## config.mk

```make
export PLATFORM = sky130hd
export DESIGN_NAME = memcpy_chan
export DESIGN_NICKNAME = d
export VERILOG_FILES = /design/src/rtl/memcpy_pkg.sv /design/src/rtl/memcpy_mover.sv /design/src/rtl/memcpy_regs.sv /design/src/rtl/memcpy_chan.sv
export SDC_FILE = /design/constraint.sdc
export NUM_CORES = 1
export LEC_CHECK = 0
export ABC_CLOCK_PERIOD_IN_PS = 4300
export BUFFER_PORTS_ARGS = -buffer_cell sky130_fd_sc_hd__buf_2
export CAP_MARGIN = 25
export CORE_MARGIN = 4
export CORE_UTILIZATION = 25
export CTS_CLUSTER_SIZE = 10
export DETAILED_ROUTE_END_ITERATION = 6
export PLACE_DENSITY_LB_ADDON = 0.3
export SLEW_MARGIN = 25
export SYNTH_ARGS = -nofsm -noshare
export SYNTH_HDL_FRONTEND = slang
export SYNTH_HIERARCHICAL = 1
export SYNTH_SLANG_ARGS = --single-unit
```

## constraint.sdc

```tcl
create_clock -name clk -period 4.3 [get_ports clk]
set_input_delay 1.29 -clock clk [delete_from_list [all_inputs] [get_ports clk]]
set_output_delay 1.29 -clock clk [all_outputs]
set_load 0.05 [all_outputs]
```

## src/rtl/memcpy_pkg.sv

```systemverilog
package memcpy_pkg;
  typedef enum logic [1:0] {MV_IDLE, MV_RD, MV_WR} mv_state_t;

  localparam int REG_AW = 8;
  localparam logic [REG_AW-1:0] OFS_FLAG   = 8'h00;
  localparam logic [REG_AW-1:0] OFS_IE     = 8'h04;
  localparam logic [REG_AW-1:0] OFS_RUN    = 8'h08;
  localparam logic [REG_AW-1:0] OFS_RST    = 8'h0C;
  localparam logic [REG_AW-1:0] OFS_FLUSH  = 8'h14;
  localparam logic [REG_AW-1:0] OFS_SRC_LO = 8'h1C;
  localparam logic [REG_AW-1:0] OFS_DST_LO = 8'h20;
  localparam logic [REG_AW-1:0] OFS_CNT    = 8'h24;
  localparam logic [REG_AW-1:0] OFS_CNT2   = 8'h28;
  localparam logic [REG_AW-1:0] OFS_SRC_HI = 8'h60;
  localparam logic [REG_AW-1:0] OFS_DST_HI = 8'h64;
endpackage

```

## src/rtl/memcpy_mover.sv

```systemverilog
module memcpy_mover
  import memcpy_pkg::*;
#(
  parameter int ADDR_W = 40,
  parameter int LEN_W  = 28,
  parameter int DATA_W = 32
) (
  input  logic                                    clk,
  input  logic                                    rst,
  input  logic                                    abort,
  input  logic                                    start,
  input  logic [ADDR_W-1:0]                       src_addr,
  input  logic [ADDR_W-1:0]                       dst_addr,
  input  logic [LEN_W-1:0]                        xfer_len,
  output logic                                    busy,
  output logic                                    done,
  output logic                                    mem_req,
  output logic                                    mem_we,
  output logic [ADDR_W-$clog2(DATA_W/8)-1:0]      mem_addr,
  output logic [DATA_W-1:0]                       mem_wdata,
  output logic [DATA_W/8-1:0]                     mem_be,
  input  logic                                    mem_ack,
  input  logic [DATA_W-1:0]                       mem_rdata
);
  localparam int BYTES = DATA_W / 8;
  localparam int SH    = $clog2(BYTES);
  localparam int WA_W  = ADDR_W - SH;

  mv_state_t          state_q;
  logic [WA_W-1:0]    src_q, dst_q;
  logic [LEN_W-1:0]   rem_q;
  logic [DATA_W-1:0]  data_q;
  logic               done_q;

  always_ff @(posedge clk) begin
    if (rst) begin
      state_q <= MV_IDLE;
      src_q   <= '0;
      dst_q   <= '0;
      rem_q   <= '0;
      data_q  <= '0;
      done_q  <= 1'b0;
    end else if (abort) begin
      state_q <= MV_IDLE;
      done_q  <= 1'b0;
    end else begin
      done_q <= 1'b0;
      case (state_q)
        MV_IDLE: if (start) begin
          if (xfer_len == '0) begin
            done_q <= 1'b1;
          end else begin
            src_q   <= src_addr[ADDR_W-1:SH];
            dst_q   <= dst_addr[ADDR_W-1:SH];
            rem_q   <= xfer_len;
            state_q <= MV_RD;
          end
        end
        MV_RD: if (mem_ack) begin
          data_q  <= mem_rdata;
          state_q <= MV_WR;
        end
        MV_WR: if (mem_ack) begin
          if (rem_q <= LEN_W'(BYTES)) begin
            state_q <= MV_IDLE;
            done_q  <= 1'b1;
          end else begin
            rem_q   <= rem_q - LEN_W'(BYTES);
            src_q   <= src_q + 1'b1;
            dst_q   <= dst_q + 1'b1;
            state_q <= MV_RD;
          end
        end
        default: state_q <= MV_IDLE;
      endcase
    end
  end

  always_comb begin
    for (int i = 0; i < BYTES; i++) mem_be[i] = (LEN_W'(i) < rem_q);
  end

  assign busy      = (state_q != MV_IDLE);
  assign done      = done_q;
  assign mem_req   = busy;
  assign mem_we    = (state_q == MV_WR);
  assign mem_addr  = (state_q == MV_WR) ? dst_q : src_q;
  assign mem_wdata = data_q;

  assert_abort_idle_R9: assert property (@(posedge clk) disable iff (rst)
    abort |=> !busy);
  assert_req_held_R12: assert property (@(posedge clk) disable iff (rst)
    (mem_req && !mem_ack && !abort) |=> (mem_req && $stable(mem_addr) && $stable(mem_we) && $stable(mem_wdata)));
  assert_zero_len_R6: assert property (@(posedge clk) disable iff (rst)
    (start && !abort && !busy && xfer_len == '0) |=> (done && !mem_req));
  assert_done_cause_R7: assert property (@(posedge clk) disable iff (rst)
    done |-> ($past(start) || $past(mem_req && mem_we && mem_ack)));
endmodule

```

## src/rtl/memcpy_regs.sv

```systemverilog
module memcpy_regs
  import memcpy_pkg::*;
#(
  parameter int ADDR_W = 40,
  parameter int LEN_W  = 28
) (
  input  logic               clk,
  input  logic               rst,
  input  logic               wr_en,
  input  logic [REG_AW-1:0]  wr_addr,
  input  logic [31:0]        wr_data,
  input  logic               rd_en,
  input  logic [REG_AW-1:0]  rd_addr,
  output logic [31:0]        rd_data,
  output logic               irq,
  input  logic               busy,
  input  logic               done,
  output logic               start,
  output logic               abort,
  output logic               hard,
  output logic [ADDR_W-1:0]  src_addr,
  output logic [ADDR_W-1:0]  dst_addr,
  output logic [LEN_W-1:0]   xfer_len
);
  localparam int HI_W = ADDR_W - 32;

  logic              flag_q, ie_q, warm_q, hard_q, flush_q, irq_q;
  logic [31:0]       src_lo_q, dst_lo_q, rd_q, rd_mux;
  logic [HI_W-1:0]   src_hi_q, dst_hi_q;
  logic [LEN_W-1:0]  cnt_q, cnt2_q;

  function automatic logic hit(input logic [REG_AW-1:0] ofs);
    return wr_en && (wr_addr == ofs);
  endfunction

  always_ff @(posedge clk) begin
    if (rst) begin
      hard_q <= 1'b0;
    end else if (hit(OFS_RST)) begin
      hard_q <= wr_data[1];
    end
  end

  always_ff @(posedge clk) begin
    if (rst || hard_q) begin
      flag_q   <= 1'b0;
      ie_q     <= 1'b0;
      warm_q   <= 1'b0;
      flush_q  <= 1'b0;
      src_lo_q <= '0;
      dst_lo_q <= '0;
      src_hi_q <= '0;
      dst_hi_q <= '0;
      cnt_q    <= '0;
      cnt2_q   <= '0;
    end else begin
      if (done) flag_q <= 1'b1;
      else if (hit(OFS_FLAG) && !wr_data[0]) flag_q <= 1'b0;
      if (hit(OFS_IE))     ie_q     <= wr_data[0];
      if (hit(OFS_RST))    warm_q   <= wr_data[0];
      else if (warm_q && !busy) warm_q <= 1'b0;
      if (hit(OFS_FLUSH))  flush_q  <= wr_data[0];
      if (hit(OFS_SRC_LO)) src_lo_q <= wr_data;
      if (hit(OFS_DST_LO)) dst_lo_q <= wr_data;
      if (hit(OFS_SRC_HI)) src_hi_q <= wr_data[HI_W-1:0];
      if (hit(OFS_DST_HI)) dst_hi_q <= wr_data[HI_W-1:0];
      if (hit(OFS_CNT))    cnt_q    <= wr_data[LEN_W-1:0];
      if (hit(OFS_CNT2))   cnt2_q   <= wr_data[LEN_W-1:0];
    end
  end

  always_comb begin
    rd_mux = '0;
    case (rd_addr)
      OFS_FLAG:   rd_mux = {31'b0, flag_q};
      OFS_IE:     rd_mux = {31'b0, ie_q};
      OFS_RUN:    rd_mux = {31'b0, busy};
      OFS_RST:    rd_mux = {30'b0, hard_q, warm_q};
      OFS_FLUSH:  rd_mux = {31'b0, flush_q};
      OFS_SRC_LO: rd_mux = src_lo_q;
      OFS_DST_LO: rd_mux = dst_lo_q;
      OFS_SRC_HI: rd_mux = 32'(src_hi_q);
      OFS_DST_HI: rd_mux = 32'(dst_hi_q);
      OFS_CNT:    rd_mux = 32'(cnt_q);
      OFS_CNT2:   rd_mux = 32'(cnt2_q);
      default:    rd_mux = '0;
    endcase
  end

  always_ff @(posedge clk) begin
    if (rst) begin
      rd_q  <= '0;
      irq_q <= 1'b0;
    end else begin
      if (rd_en) rd_q <= rd_mux;
      irq_q <= flag_q & ie_q;
    end
  end

  assign rd_data  = rd_q;
  assign irq      = irq_q;
  assign start    = hit(OFS_RUN) && wr_data[0] && !busy && !warm_q && !flush_q && !hard_q;
  assign abort    = warm_q | flush_q;
  assign hard     = hard_q;
  assign src_addr = {src_hi_q, src_lo_q};
  assign dst_addr = {dst_hi_q, dst_lo_q};
  assign xfer_len = cnt_q;

  assert_irq_gate_R8: assert property (@(posedge clk) disable iff (rst)
    irq |-> $past(flag_q && ie_q));
  assert_flag_sticky_R7: assert property (@(posedge clk) disable iff (rst)
    (flag_q && !hard_q && !(hit(OFS_FLAG) && !wr_data[0])) |=> flag_q);
  assert_hard_clear_R10: assert property (@(posedge clk) disable iff (rst)
    hard_q |=> (!busy && !flag_q && !ie_q && !flush_q));
  assert_flush_blocks_R11: assert property (@(posedge clk) disable iff (rst)
    flush_q |-> !start);
endmodule

```

## src/rtl/memcpy_chan.sv

```systemverilog
module memcpy_chan
  import memcpy_pkg::*;
#(
  parameter int ADDR_W = 40,
  parameter int LEN_W  = 28
) (
  input  logic                 clk,
  input  logic                 rst,
  input  logic                 reg_wr_en,
  input  logic [7:0]           reg_wr_addr,
  input  logic [31:0]          reg_wr_data,
  input  logic                 reg_rd_en,
  input  logic [7:0]           reg_rd_addr,
  output logic [31:0]          reg_rd_data,
  output logic                 irq,
  output logic                 mem_req,
  output logic                 mem_we,
  output logic [ADDR_W-3:0]    mem_addr,
  output logic [31:0]          mem_wdata,
  output logic [3:0]           mem_be,
  input  logic                 mem_ack,
  input  logic [31:0]          mem_rdata
);
  logic              busy, done, start, abort, hard;
  logic [ADDR_W-1:0] src_addr, dst_addr;
  logic [LEN_W-1:0]  xfer_len;

  memcpy_regs #(.ADDR_W(ADDR_W), .LEN_W(LEN_W)) u_regs (
    .clk(clk), .rst(rst),
    .wr_en(reg_wr_en), .wr_addr(reg_wr_addr), .wr_data(reg_wr_data),
    .rd_en(reg_rd_en), .rd_addr(reg_rd_addr), .rd_data(reg_rd_data),
    .irq(irq), .busy(busy), .done(done), .start(start), .abort(abort),
    .hard(hard), .src_addr(src_addr), .dst_addr(dst_addr), .xfer_len(xfer_len)
  );

  memcpy_mover #(.ADDR_W(ADDR_W), .LEN_W(LEN_W), .DATA_W(32)) u_mover (
    .clk(clk), .rst(rst | hard), .abort(abort), .start(start),
    .src_addr(src_addr), .dst_addr(dst_addr), .xfer_len(xfer_len),
    .busy(busy), .done(done),
    .mem_req(mem_req), .mem_we(mem_we), .mem_addr(mem_addr),
    .mem_wdata(mem_wdata), .mem_be(mem_be), .mem_ack(mem_ack), .mem_rdata(mem_rdata)
  );
endmodule

```

# == Word-level counts from Yosys, hierarchy flattened ==
# Index checks and enable logic that the tools add are counted.
# word_totals
reg_bits,313
input_bits,85
out_inout_bits,109
elab_cells,126
# op_classes
addsub,3
order_cmp,5
n_eq_ne,27
muxes,32
bitwise,4
reduce_logical,36
# op_table
op,count
$pmux 32 s11,1
$mux 38,9
$pmux 38 s2,2
$mux 28,4
$add 38x1->38 const B,2
$lt 1x28->1 const A,2
$lt 2x28->1 const A,2
$pmux 28 s2,1
$eq 8x6->1 const B,6
$eq 8x4->1 const B,4
$eq 8x5->1 const B,4
$eq 8x7->1 const B,4
$le 28x3->1 const B,1
$logic_not 28->1,1
$sub 28x3->28 const B,1
$logic_and 1x1->1,18
$eq 8x3->1 const B,2
$logic_not 8->1,2
$mux 1,9
$mux 2,4
$ne 2x2->1 const B,4
$reduce_bool 2->1,4
$pmux 2 s3,1
$reduce_and 6->1,1
13 further kinds,18

# == Depth between registers and ports, before layout ==
# logic_depth
word_depth,9
depth_mapped,12
depth_no_buf,9

# == By module ==
# Netlist, hierarchy kept.
# by_module_without_submodules
mod,instances,cells_per_inst,area_each_um2,seq_area_each_um2
memcpy_mover,1,1247,8500.7,2782.7
memcpy_regs,1,794,7024.2,3483.3
memcpy_chan,1,1,6.3,0.0

# == Worst setup path after synthesis ==
# OpenSTA, ideal clock, no wires.
# synth_timing
kind,input port to flip-flop
from,in reg_wr_addr[7]
to,reg u_mover.src_q[15]
setup_time_ps,70
arrival_time_ps,3622
required_ps,4230
slack_ps,607
stages,10
path_buffers,2
path_cell_list,nand2b_1 or4_1 nor4_1 mux2i_1 or3_1 a211oi_1 buf_2 clkbuf_1 nand2_1 a21oi_1
# synth_via
elab_chain_len,9
# synth_rtl
element,line,rtl
"start, declared",memcpy_chan.sv:10,"input logic [7:0] reg_wr_addr,"
$eq 8x4->1,memcpy_regs.sv:33,return wr_en && (wr_addr == ofs);
$logic_and 1x1->1,memcpy_regs.sv:33,
$logic_and 1x1->1 (5 in a row),memcpy_regs.sv:102,assign start = hit(OFS_RUN) && wr_data[0] && !busy && !warm_q && !flush_q && !hard_q;
net start,memcpy_chan.sv:24,"logic busy, done, start, abort, hard;"
$ne 2x2->1 (no line),-,
$reduce_and 6->1 (no line),-,
"end signal, assigned",memcpy_mover.sv:53,src_q <= src_addr[ADDR_W-1:SH];
"end signal, assigned",memcpy_mover.sv:69,src_q <= src_q + 1'b1;
"end, declared",memcpy_mover.sv:30,"logic [WA_W-1:0] src_q, dst_q;"
# The timed path passes the listed nets, and every way through them passes these cells.
# A chain may end at the register's enable or synchronous reset.

# == Worst setup path after layout ==
# layout_timing
from,reg u_mover.rem_q[12]
to,out mem_be[0]
# layout_via
elab_chain_len,1
# layout_rtl
element,line,rtl
"start, declared",memcpy_mover.sv:31,logic [LEN_W-1:0] rem_q;
"start signal, assigned",memcpy_mover.sv:55,rem_q <= xfer_len;
"start signal, assigned",memcpy_mover.sv:68,rem_q <= rem_q - LEN_W'(BYTES);
$lt 1x28->1,memcpy_mover.sv:80,for (int i = 0; i < BYTES; i++) mem_be[i] = (LEN_W'(i) < rem_q);
"end, declared",memcpy_chan.sv:20,"output logic [3:0] mem_be,"
# No other way between the ends.

==> reports/metrics.cfg <==
[global_routing]
first_global_vias = 15000
grt_overflow = 0
antenna_found_initial = 7
global_route_wire_length_before_repair_um = 91200
grt_start_max_net_pins = 158
global_route.usage.total_pct = 17.4

[detailed_routing]
drt-initial-drc-count = 1895
drtPass1Iterations = 6
vias = 15800
finalWirelength_um = 60000
detail_route.wl_per_cell_um = 19.9
drc = 0
via_per_inst = 5.25
drtAntennaViolNets = 0

[sta]
max_freq_mhz = 252
maxSlewHeadroom_pct = 38.4
fin_skew_ns = 0.0222
timing_worst_slew_pin_value_ns = 0.924
setup_total_negative_slack_ns = 0
setup-violations-final = 0
timing_hold_violations_final = 0
setup_repair_after_global_routing_missed_its_margin = false
post-route-min-period_ns = 3.97
fin_crit_sh_pct = 92.2
report.final.slew_viol_count = 0

[critical_path]
worstPathBufferInverterCount = 1
crit_arrival_ns = 2.68
required_time_worst_endpoint_ns = 3.01
critical_path.slowest_cell = nor4_2
critPathLaunchType = flip-flop
critical_path.max_fanout = 7
path_delay_family = simple AND/OR/NAND/NOR gates
worstPathCellList = nor4_2, nand4_1, nor3_1, nand2_1, or3_1, buf_2
nature_of_the_critical_path_endpoint = primary output
critical-path-max-stage-delay_ns = 0.44
path_type_of_the_worst_setup_path = flip-flop to primary output

[power_and_ir_drop]
fin_total_pwr_mw = 6.19
power_density_mw_per_mm2 = 336
power.static_leakage_nw = 6.58
max-vdd-ir-drop_mv = 0.278

[logic_synthesis]
synth-edff-count = 0
yosysTopAreaCellShare_pct = 40.3
yosysTopAreaCell = dfxtp_1
yosysWarnings = 6
seq_area_frac_synth_pct = 40.3
yosys-top-cells-area = dfxtp_1 40%, nand2_1 12%, a21oi_1 7.0%
yosys.cell_types.count = 78
asyncSetResetFlopFracSynth_pct = 0
syn-mean-instance-area_um2 = 7.61
synthFlopType = dfxtp_1
ys_seq_elements = 313
netlist_area_mm2 = 0.0155
mapped_cells = 2042
syn-num-nets = 2132

[clocking]
clock-sinks = 313
tritoncts = built
clock_path_buffers = 3
cts_resized = 0
cts.reportedPaths.clkPinSlew_ns = 0.05
later_pin_clock_latency_in_the_skew_report_ns = 0.56
numCtsBuffers = 39
cts_root_buf = clkbuf_16
ctsHoldBuffers = 0
ctsHtreeMaxLevel = 2
cts_setup_buffers = 0

[job]
drv_cap = 0

[die]
rows = 91
effective_utilization_at_floorplan_pct = 25.2
ioPinCount = 194
fp.coreArea_mm2 = 0.0616
die_h_um = 257
die_w_um = 257
die_outline_area_mm2 = 0.0662

[hold_path]
worstHoldPathType = flip-flop to flip-flop

[status]
result_of_the_run = completed

[cells_and_area]
layout.nets = 2244
post_route_cells_drive_above_1_share_pct = 14.9
area_growth_syn_to_layout_pct = 18.7

[placement]
place.detailed.hpwl_um = 41700
routabilityCongestion = 0.853
buffer_ports.inserted = 193

## through the flow
step	util (%)	hold WS [ns]	instance area, um^2	cells	worst slack, ns
2_1_floorplan	-	0.413	15500	2042	0.607
3_3_place_gp	28.0	0.429	17300	2950	0.0725
3_5_place_dp	28.0	0.439	17300	2950	0.111
4_1_cts	29.9	0.448	18400	3009	0.271
5_1_grt	29.9	0.465	18400	3009	0.0833
6_report	29.9	0.445	18400	3010	0.334
## cells by family (layout without fill, tap and decap cells)
family	after synthesis	after routing	share of synthesized area [%]
fa+ha+maj	5	5	0.403
other cells	0	1	0
buf+inv	176	306	5.01
simple gates	904	904	26.3
flops	313	313	40.3
compound gates	563	563	22.6
xor+xnor	1	1	0.0564
mux	80	80	5.24
## layer usage
layer | up-vias | GRT usage (%) | part of all wire [%]
met2 | 650 | 27.5 | 45
li1 | 7457 | - | -
met4 | 16 | 5.77 | 2.9
met5 | - | 0 | 0.19
met3 | 124 | 3.11 | 7.4
met1 | 7554 | 24.0 | 44
## cells in the mapped netlist, types with 22 or more instances
cell type  count
o21ai_0      100
nand2_1      513
mux2i_1       78
dfxtp_1      313
o21ai_1       31
o31ai_1       23
a222oi_1      26
clkbuf_1     108
buf_2         22
nor2_1       147
nand3_1       43
a21boi_0      22
a21oi_1      217
nor4_1        31
nor3_1        32
## path summary, 6_finish.rpt
check	cells past startpoint	slack (ns)	end	startpoint
max	6	0.33	mem_be[0]	u_mover/rem_q[12]
min	2	0.44	u_regs/rd_data[16]	u_regs/rd_data[16]
max reg2reg	10	1.08	u_mover/src_q[0]	u_mover/state_q[1]
min reg2reg	2	0.44	u_regs/rd_data[16]	u_regs/rd_data[16]
## power by group
| part | switching (mW) | total, mW | leakage [nW] | internal [mW] |
|---|---|---|---|---|
| sequential | 0.00294 | 2.91 | 2.52 | 2.90 |
| clock | 1.27 | 3.11 | 0.570 | 1.83 |
| combinational | 0.126 | 0.180 | 3.49 | 0.0534 |
## tightest hold or removal path, delay by kind of cell (launching register included)
family | cells | cell delay, ns
and+or+nand+nor | 1 | 0.05
DFF | 1 | 0.30
AOI/OAI and AO/OA | 1 | 0.05
## cell usage in the layout (no fill, tap or decap), types with 22 or more instances in the layout
cell type / instances
nand2_1: 513
dfxtp_1: 313
a21oi_1: 217
buf_2: 193
nor2_1: 145
o21ai_0: 100
mux2i_1: 78
nand3_1: 43
clkbuf_16: 40
buf_4: 33
o21ai_1: 31
nor4_1: 30
nor3_1: 30
a222oi_1: 26
o31ai_1: 23
a21boi_0: 22
## state kept, by name, summed over array words and instances (netlist names), 28 cells and up
name / count
u_regs/rd_data: 32
u_mover/src_q: 38
u_regs/src_lo_q: 32
u_mover/dst_q: 38
u_regs/dst_lo_q: 32
u_mover/rem_q: 28
u_regs/cnt2_q: 28
u_regs/xfer_len: 28
u_mover/mem_wdata: 32
## cell type report
class | count | area, um^2
Multi-Input combinational cell | 1553 | 8540
Clock inverter | 4 | 60.1
Inverter | 14 | 53.8
Fill cell | 6616 | 43200
Tap cell | 837 | 1050
Clock buffer | 55 | 1110
Antenna cell | 1 | 2.50
Timing Repair Buffer | 233 | 1350
Sequential cell | 313 | 6270
Note: power is estimated with default switching activity, not from simulation.
